==> src/rtl/rbr_pkg.sv <==
// Shared types for the receive buffer ring fetcher.
// Assumes 16-bit pointer offsets and four-word ring entries.
package rbr_pkg;
    localparam int ENTRY_WORDS = 4;

    typedef enum logic [1:0] {
        PSEL_START = 2'd0,
        PSEL_END   = 2'd1,
        PSEL_RD    = 2'd2,
        PSEL_WR    = 2'd3
    } ptr_sel_e;

    typedef enum logic [1:0] {
        FS_IDLE   = 2'd0,
        FS_READ   = 2'd1,
        FS_UPDATE = 2'd2
    } fetch_state_e;
endpackage

==> src/rtl/rbr_ptr_bank.sv <==
// Pointer register bank: start, end, read and write offsets.
// Host writes are aligned to the memory mode.
// A fetch update of the read pointer wins over a host write in the same cycle.
module rbr_ptr_bank #(
    parameter int PTR_W = 16
) (
    input  logic             clk,
    input  logic             rst_n,
    input  logic             wide_mode,
    input  logic             wr_en,
    input  logic [1:0]       wr_sel,
    input  logic [PTR_W-1:0] wr_data,
    input  logic             upd_en,
    input  logic [PTR_W-1:0] upd_rd,
    output logic [PTR_W-1:0] start_ptr,
    output logic [PTR_W-1:0] end_ptr,
    output logic [PTR_W-1:0] rd_ptr,
    output logic [PTR_W-1:0] wr_ptr
);
    import rbr_pkg::*;

    localparam int NUM_PTRS = 4;

    logic [NUM_PTRS-1:0][PTR_W-1:0] ptr_q;
    logic [PTR_W-1:0]               wr_masked;

    // Align written data: clear bit 0 (16-bit) or bits [1:0] (32-bit)
    always_comb begin
        wr_masked = wr_data & ~(wide_mode ? PTR_W'(3) : PTR_W'(1));
    end

    for (genvar g = 0; g < NUM_PTRS; g++) begin : g_ptr
        logic [PTR_W-1:0] q;
        // Hold one pointer, with fetch update priority on the read pointer
        always_ff @(posedge clk) begin
            if (!rst_n)
                q <= '0;
            else if (upd_en && (2'(g) == PSEL_RD))
                q <= upd_rd;
            else if (wr_en && (wr_sel == 2'(g)))
                q <= wr_masked;
        end
        assign ptr_q[g] = q;
    end

    assign start_ptr = ptr_q[PSEL_START];
    assign end_ptr   = ptr_q[PSEL_END];
    assign rd_ptr    = ptr_q[PSEL_RD];
    assign wr_ptr    = ptr_q[PSEL_WR];
endmodule

==> src/rtl/rbr_fetch_engine.sv <==
// Fetch sequencer: reads one four-word ring entry via req/ack.
// It loads the buffer address and word count, then computes the next read pointer with wrap.
// Assumes mem_rdata is valid in the cycle mem_ack is high, and that wide_mode is stable while busy.
module rbr_fetch_engine #(
    parameter int PTR_W  = 16,
    parameter int DATA_W = 16
) (
    input  logic                clk,
    input  logic                rst_n,
    input  logic                wide_mode,
    input  logic [DATA_W-1:0]   upper_addr,
    input  logic [PTR_W-1:0]    start_ptr,
    input  logic [PTR_W-1:0]    end_ptr,
    input  logic [PTR_W-1:0]    rd_ptr,
    input  logic                trigger,
    output logic                mem_req,
    output logic [DATA_W+PTR_W-1:0] mem_addr,
    input  logic                mem_ack,
    input  logic [DATA_W-1:0]   mem_rdata,
    output logic                busy,
    output logic                upd_en,
    output logic [PTR_W-1:0]    upd_rd,
    output logic [2*DATA_W-1:0] buf_addr,
    output logic [2*DATA_W-1:0] word_count
);
    import rbr_pkg::*;

    localparam int IDX_W = $clog2(ENTRY_WORDS);

    fetch_state_e     state;
    logic [IDX_W-1:0] idx;
    logic             pend;
    logic [PTR_W-1:0] word_off;
    logic [PTR_W-1:0] adv_ptr;

    // Byte offset of the current word and the advanced pointer for this mode
    always_comb begin
        word_off = wide_mode ? (PTR_W'(idx) << 2) : (PTR_W'(idx) << 1);
        adv_ptr  = rd_ptr + (wide_mode ? PTR_W'(ENTRY_WORDS * 4) : PTR_W'(ENTRY_WORDS * 2));
        upd_rd   = (adv_ptr == end_ptr) ? start_ptr : adv_ptr;
    end

    assign mem_req  = (state == FS_READ);
    assign mem_addr = {upper_addr, rd_ptr + word_off};
    assign busy     = (state != FS_IDLE);
    assign upd_en   = (state == FS_UPDATE);

    // Sequence the four word reads and the pointer update; queue one extra trigger
    always_ff @(posedge clk) begin
        if (!rst_n) begin
            state <= FS_IDLE;
            idx   <= '0;
            pend  <= 1'b0;
        end else begin
            case (state)
                FS_IDLE: begin
                    if (trigger) begin
                        state <= FS_READ;
                        idx   <= '0;
                    end
                end
                FS_READ: begin
                    if (trigger) pend <= 1'b1;
                    if (mem_ack) begin
                        if (idx == IDX_W'(ENTRY_WORDS - 1)) state <= FS_UPDATE;
                        else                                 idx   <= idx + 1'b1;
                    end
                end
                FS_UPDATE: begin
                    idx  <= '0;
                    pend <= 1'b0;
                    state <= (pend || trigger) ? FS_READ : FS_IDLE;
                end
                default: state <= FS_IDLE;
            endcase
        end
    end

    // Capture each returned word into its half of the address or count
    always_ff @(posedge clk) begin
        if (!rst_n) begin
            buf_addr   <= '0;
            word_count <= '0;
        end else if (mem_req && mem_ack) begin
            case (idx)
                2'd0: buf_addr[DATA_W-1:0]          <= mem_rdata;
                2'd1: buf_addr[2*DATA_W-1:DATA_W]   <= mem_rdata;
                2'd2: word_count[DATA_W-1:0]        <= mem_rdata;
                default: word_count[2*DATA_W-1:DATA_W] <= mem_rdata;
            endcase
        end
    end
endmodule

==> src/rtl/rbr_ring_mgr.sv <==
// Top of the receive buffer ring fetcher.
// Combines fetch triggers (command, exhaustion clear, buffer used up), keeps the
// exhaustion flag and the reception block, and joins pointer bank and fetch engine.
// Assumes single-cycle pulses on fetch_cmd, exh_clr and last_buf.
module rbr_ring_mgr #(
    parameter int PTR_W  = 16,
    parameter int DATA_W = 16
) (
    input  logic                      clk,
    input  logic                      rst_n,
    input  logic                      wide_mode,
    input  logic [DATA_W-1:0]         upper_addr,
    input  logic                      cfg_we,
    input  logic [1:0]                cfg_sel,
    input  logic [PTR_W-1:0]          cfg_wdata,
    output logic [PTR_W-1:0]          cfg_rdata,
    input  logic                      fetch_cmd,
    input  logic                      exh_clr,
    input  logic                      last_buf,
    output logic                      mem_req,
    output logic [DATA_W+PTR_W-1:0]   mem_addr,
    input  logic                      mem_ack,
    input  logic [DATA_W-1:0]         mem_rdata,
    output logic                      busy,
    output logic [2*DATA_W-1:0]       buf_addr,
    output logic [2*DATA_W-1:0]       word_count,
    output logic                      exh_flag,
    output logic                      rx_block
);
    import rbr_pkg::*;

    logic [PTR_W-1:0] start_ptr, end_ptr, rd_ptr, wr_ptr, upd_rd;
    logic             upd_en, trigger, ring_empty;

    rbr_ptr_bank #(.PTR_W(PTR_W)) u_ptrs (
        .clk(clk), .rst_n(rst_n), .wide_mode(wide_mode),
        .wr_en(cfg_we), .wr_sel(cfg_sel), .wr_data(cfg_wdata),
        .upd_en(upd_en), .upd_rd(upd_rd),
        .start_ptr(start_ptr), .end_ptr(end_ptr), .rd_ptr(rd_ptr), .wr_ptr(wr_ptr)
    );

    rbr_fetch_engine #(.PTR_W(PTR_W), .DATA_W(DATA_W)) u_fetch (
        .clk(clk), .rst_n(rst_n), .wide_mode(wide_mode), .upper_addr(upper_addr),
        .start_ptr(start_ptr), .end_ptr(end_ptr), .rd_ptr(rd_ptr), .trigger(trigger),
        .mem_req(mem_req), .mem_addr(mem_addr), .mem_ack(mem_ack), .mem_rdata(mem_rdata),
        .busy(busy), .upd_en(upd_en), .upd_rd(upd_rd),
        .buf_addr(buf_addr), .word_count(word_count)
    );

    // Readback mux of the selected pointer
    always_comb begin
        case (cfg_sel)
            PSEL_START: cfg_rdata = start_ptr;
            PSEL_END:   cfg_rdata = end_ptr;
            PSEL_RD:    cfg_rdata = rd_ptr;
            default:    cfg_rdata = wr_ptr;
        endcase
    end

    // Combine the three fetch sources
    always_comb begin
        ring_empty = (rd_ptr == wr_ptr);
        trigger    = fetch_cmd | (exh_clr & exh_flag) | (last_buf & ~ring_empty);
    end

    // Exhaustion flag: set by an update landing on the write pointer, cleared by host
    always_ff @(posedge clk) begin
        if (!rst_n)                          exh_flag <= 1'b0;
        else if (upd_en && upd_rd == wr_ptr) exh_flag <= 1'b1;
        else if (exh_clr)                    exh_flag <= 1'b0;
    end

    // Reception block: set when the last buffer is used with no entry left, cleared by a fetch
    always_ff @(posedge clk) begin
        if (!rst_n)                       rx_block <= 1'b0;
        else if (upd_en)                  rx_block <= 1'b0;
        else if (last_buf && ring_empty)  rx_block <= 1'b1;
    end
endmodule

==> config.mk <==
export PLATFORM = sky130hd
export DESIGN_NAME = rbr_ring_mgr
export DESIGN_NICKNAME = d
export VERILOG_FILES = /design/src/rtl/rbr_pkg.sv /design/src/rtl/rbr_ptr_bank.sv /design/src/rtl/rbr_fetch_engine.sv /design/src/rtl/rbr_ring_mgr.sv
export SDC_FILE = /design/constraint.sdc
export NUM_CORES = 1
export LEC_CHECK = 0
export ABC_AREA = 1
export BUFFER_PORTS_ARGS = -buffer_cell sky130_fd_sc_hd__buf_2
export CAP_MARGIN = 15
export CORE_MARGIN = 5
export CORE_UTILIZATION = 49
export CTS_CLUSTER_DIAMETER = 50
export DETAILED_ROUTE_END_ITERATION = 6
export PLACE_DENSITY = 0.77
export REMOVE_ABC_BUFFERS = 1
export SYNTH_ARGS = -nofsm -noshare
export SYNTH_HDL_FRONTEND = slang
export SYNTH_SLANG_ARGS = --single-unit
==> constraint.sdc <==
create_clock -name clk -period 2.7 [get_ports clk]
set_input_delay 0.27 -clock clk [delete_from_list [all_inputs] [get_ports clk]]
set_output_delay 0.27 -clock clk [all_outputs]
set_load 0.02 [all_outputs]
# After elaboration in Yosys (flattened, before gate mapping)
# Index checks and enable logic that the tools add are counted.
[totals]
reg_bits = 135
elab_cells = 86
in_bits = 58
output_inout_bits = 116
[op_classes]
n_addsub = 3
n_reduce_logical = 25
bitwise_logic = 9
n_mux = 20
n_eq_ne = 16
[op_table]
columns = ["cell", "n"]
rows = [
  ["16-bit equality test", 3],
  ["16-bit 2-to-1 mux", 3],
  ["16-bit case mux with 3 select lines", 1],
  ["16-bit adder", 2],
  ["16-bit bitwise AND", 1],
  ["16-bit NOT", 1],
  ["2-bit 2-to-1 mux", 7],
  ["2-bit case mux with 3 select lines", 2],
  ["2-bit equality test (second input constant)", 5],
  ["2-bit AND reduction", 5],
  ["2-bit nonzero test", 4],
  ["1-bit logical AND", 7],
  ["2-bit by 1-bit equality test with 1-bit output (second input constant)", 3],
  ["2-bit logical NOT", 3],
  ["2-bit inequality test (second input constant)", 3],
  ["5-bit 2-to-1 mux", 1],
  ["1-bit 2-to-1 mux", 4],
  ["4-bit 2-to-1 mux", 1],
  ["2-bit by 1-bit inequality test with 1-bit output (second input constant)", 2],
  ["4-bit AND reduction", 1],
  ["1-bit NOT", 3],
  ["3-bit AND reduction", 1],
  ["3-bit nonzero test", 1],
  ["3-bit OR reduction", 1],
  ["6 further kinds", 8],
]

# Longest topological paths before layout
[depth]
ltp_word = 7
depth_mapped = 23
ltp_nobuf = 22

# Modules after synthesis
# Synthesis repeated with hierarchy kept, for this count alone.
[hier_totals]
cells_unflattened = 1154
hier_area_um2 = 7484.7
[modules_own_cells]
columns = ["mod", "cells_each", "seq_area_each_um2", "instances", "area_per_inst_um2"]
rows = [
  ["rbr_fetch_engine", 601, 1381.3, 1, 4043.9],
  ["rbr_ptr_bank", 329, 1221.2, 1, 2382.3],
  ["rbr_ring_mgr", 224, 40.0, 1, 1058.5],
]

# Worst setup path before layout
# Ideal clock, no wire load.
[synth_timing]
kind = "register -> register"
from = "reg u_ptrs.g_ptr[2].q[3], in the netlist u_ptrs.rd_ptr[3]"
to = "reg exh_flag"
path_buffers = 2
period_less_slack_ns = 2.552
t_required_ns = 2.633
stages_incl_launch_ff = 22
path_slack_ns = 0.148
setup_ns = 0.067
t_arrival_ns = 2.485
path_cell_list = "dfxtp_1 ha_1 fa_1 inv_1 nor2_4 nand2_1 nand2_1 nand2_1 nand2_1 nor2_1 nand3_1 nor2_4 buf_8 buf_12 nand4_1 nand2_1 nor2_1 nor2_1 nand2_1 nor2_1 nand2_1 a21oi_2"
[synth_via]
elab_chain_len = 6
word_cells_on_any_way = 7
[synth_lines]
columns = ["item", "line", "rtl"]
rows = [
  ["start, declared", "rbr_ptr_bank.sv:33", "logic [PTR_W-1:0] q;"],
  ["start signal, assigned", "rbr_ptr_bank.sv:39", "q <= upd_rd;"],
  ["start signal, assigned", "rbr_ptr_bank.sv:41", "q <= wr_masked;"],
  ["16-bit adder (*)", "rbr_fetch_engine.sv:39", "adv_ptr = rd_ptr + (wide_mode ? PTR_W'(ENTRY_WORDS * 4) : PTR_W'(ENTRY_WORDS * 2));"],
  ["16-bit equality test", "rbr_fetch_engine.sv:40", "upd_rd = (adv_ptr == end_ptr) ? start_ptr : adv_ptr;"],
  ["16-bit 2-to-1 mux (*)", "rbr_fetch_engine.sv:40", ""],
  ["16-bit equality test (*)", "rbr_ring_mgr.sv:69", "else if (upd_en && upd_rd == wr_ptr) exh_flag <= 1'b1;"],
  ["1-bit logical AND (*)", "rbr_ring_mgr.sv:69", ""],
  ["1-bit 2-to-1 mux / 2-bit nonzero test (equally long branches)", "-", ""],
  ["end signal, assigned", "rbr_ring_mgr.sv:68", "if (!rst_n) exh_flag <= 1'b0;"],
  ["end signal, assigned", "rbr_ring_mgr.sv:69", ""],
  ["end signal, assigned", "rbr_ring_mgr.sv:70", "else if (exh_clr) exh_flag <= 1'b0;"],
  ["end, declared", "rbr_ring_mgr.sv:27", "output logic exh_flag,"],
]
# Every way passes the cells marked *; elsewhere a longest branch is shown, timed or not.
# A chain may end at the register's enable or synchronous reset.

# Final worst setup path
# Same ends and word-level chain as after synthesis.

==> out/qor.yml <==
viasPerCell: 5.82
wl_per_cell_um: 17.9
max-cap-violations: 0
hp-class: "input port to flip-flop"
gp_congestion: 0.949
worst-path-stages: 19
die-area_mm2: 0.0171
cp-end-kind: "flip-flop"
cts_tree: "built"
setup_ws_ns: -0.197
fin_crit_ns: 2.90
synth_area_leader_cell: "dfxtp_1"
reg2reg_slack_ns: -0.20
fmax_mhz: 345
crit_top_cell: "nor2_1"
cts_buffer_depth: 2
slowest_stage: "fa_2"
whs_ns: 0.139
finalNetCount: 1266
synth_flop_cell: "dfxtp_1"
max_slew_margin_pct: 46.2
ioPinCount: 174
grt_overflow: 0
reg2reg_depth: 19
synth_top_area_share_pct: 37.0
die_w_um: 131
drc: 0
crit_fanout: 6
crit_path_start_kind: "flip-flop"
worst_ep_required_time_ns: 3.06
cts-htree-levels: 4
ys_ff_latch: 132
antenna_left: 0
antenna_found_initial: 0
synth_area_mm2: 0.00714
clock_skew_ns: 0.00707
utilization_pct: 64.0
grt_pass1_wl_mm: 38.4
place_ws_ns: -0.356
clock_latency_ns: 0.43
yosysMostFrequentCell: "nand2_1"
vdd_drop_max_mv: 0.482
dpl_cell_area_mm2: 0.00818
hold_viol_final: 0
path_class: "flip-flop to flip-flop"
synth_cell_types: 36
finalCritPeriodShare_pct: 107
place_hpwl_mm: 16.5
clkSinkCount: 132
initial_core_util_pct: 49.5
final_area_mm2: 0.00923
track_usage_pct: 28.7
drive_above_1_share_pct: 28.3
die_y_um: 131
yosysWarningCount: 0
cts.clk_slew.worst_paths_ns: 0.07
synth_enable_flop_cells: 0
cts-root-buf: "clkbuf_16"
port_buffers: 140
vias: 8111
wl_mm: 25.0
syn_inst: 1028
power.density_mw_per_mm2: 582
grt_pass1_vias: 7458
synth_common_cells: "nand2_1 (225), a21oi_1 (138), dfxtp_1 (132)"
status: "finished, violations left"
ys_seq_area_share_pct: 37.0
rsz0062_at_grt: "yes"
synth.area.top_cells: "dfxtp_1 (37%), nand2_1 (12%), a21oi_1 (9.7%), nand3_1 (8.1%), inv_1 (4.8%)"
drv_slew: 0
p_total_mw: 5.37
reg2reg_from: "u_ptrs.rd_ptr[3]"
n_antenna_cell: 0
num_rows: 44
area_delta_synth_final_pct: 29.3
cts_buffers: 17
dr.pass1.iters: 6
cts_hold_buf: 0
syn_avg_cell_area_um2: 6.94
endpoint: "exh_flag"
finalSetupViolCount: 5
ys_async_sr_fraction_pct: 0
worst_pin_slew_ns: 0.804
cp_num_buf_inv: 3
cp_top_family: "simple AND/OR/NAND/NOR gates"
path_cells: "ha_4 -> fa_2 -> xor2_1 -> nor2_1 -> nand3_1 -> nor2_1 -> nand3_1 -> nor2_4 -> buf_6 -> buf_6 -> buf_4 -> nand4_2 -> nand3_1 -> nand2_1 -> nor2_1 -> nand2_1 -> nor2_1 -> nand2_1 -> a21oi_2"
dr.first_iter.drc_count: 867
r2r-end: "exh_flag"
max_stage_delay_ns: 0.54
leakage_nw: 4.06
arrival_ns: 3.26
grt_max_degree: 65
violations: "negative setup slack"
core_mm2: 0.0144
crit_start: "u_ptrs.rd_ptr[3]"
==> tightest hold or removal path, cell delays in order <==
cell and delay (ns):
buf_2 0.12, nand3_1 0.07, a21oi_1 0.06
==> cells in the final DEF, fill, tap and decap left out, drive strengths merged, types with 2 or more instances in the layout <==
cell type,synthesis,final
o22ai,14,14
a211oi,3,3
o21ai,64,64
nand2,234,234
clkbuf,42,17
a22oi,14,14
xor2,19,19
clkinv,1,4
xnor2,4,4
nand3,120,121
inv,91,101
nand4,27,27
nor2,67,67
ha,9,9
fa,2,2
buf,36,227
a21oi,139,139
dfxtp,132,132
nor3,5,5
==> cell type report <==
cell class / count / area (µm²)
tap: 184 / 230
multi-input combinational: 727 / 3960
fill: 1255 / 5190
clock buffer: 17 / 425
clock inverter: 15 / 181
sequential: 132 / 2650
timing repair buffer: 227 / 1450
inverter: 92 / 345
==> flip-flops by register name, summed over array words and instances (netlist names) <==
name                count
u_fetch.buf_addr       32
u_fetch.word_count     32
u_ptrs.rd_ptr          16
u_ptrs.end_ptr         15
u_ptrs.start_ptr       15
u_ptrs.wr_ptr          15
u_fetch.idx             2
u_fetch.state           2
exh_flag                1
rx_block                1
u_fetch.pend            1
==> layer usage <==
layer  vias up  share of wire [%]  global-route usage, %  wire, µm
li1       3756                  -                      -         -
met1      3713                 38                   35.6      9420
met2       542                 45                   45.1     11300
met3       100                 13                   10.5      3240
met4         0                4.0                   11.9       989
met5         -                  0                      0         0
==> worst min path at each step <==
stage | cells past startpoint | from | end | slack (ns)
after floorplan | 2 | rst_n | u_ptrs.start_ptr[10] | 0.41
after global placement | 2 | rx_block | rx_block | 0.44
after detailed placement | 2 | u_fetch.word_count[20] | u_fetch.word_count[20] | 0.45
after CTS | 3 | mem_rdata[15] | u_fetch.buf_addr[31] | 0.13
after global routing | 3 | mem_rdata[13] | u_fetch.buf_addr[29] | 0.14
final | 3 | mem_rdata[15] | u_fetch.buf_addr[15] | 0.14
==> stage by stage <==
stage	cells	TNS [ns]
after CTS	1393	-0.801
after detailed placement	1347	-1.37
after floorplan	950	-167.89
final	1394	-0.402
after global placement	1347	-0.768
after global routing	1394	-1.94
==> cell families after synthesis <==
family | after synthesis | share of synthesized area [%]
AO/OA/AOI/OAI | 236 | 17.5
AND/OR/NAND/NOR | 455 | 29.0
buffers and inverters | 170 | 11.1
flip-flops | 132 | 37.0
adder cells (fa/ha/maj) | 11 | 2.14
XOR/XNOR | 24 | 3.14
==> where the power goes <==
part | switching, mW | internal [mW] | leakage (nW)
logic | 0.597 | 0.308 | 2.69
registers | 0.0573 | 2.02 | 1.07
clock network | 1.06 | 1.33 | 0.296
==> timing repair <==
item | CTS | global route
pin swaps | 16 | 20
cloned | 2 | 0
endpoints found under the setup margin | 11 | 23
resized for setup | 49 | 44
buffers inserted | 13 | 5
Power figures use the tool's default switching activity.
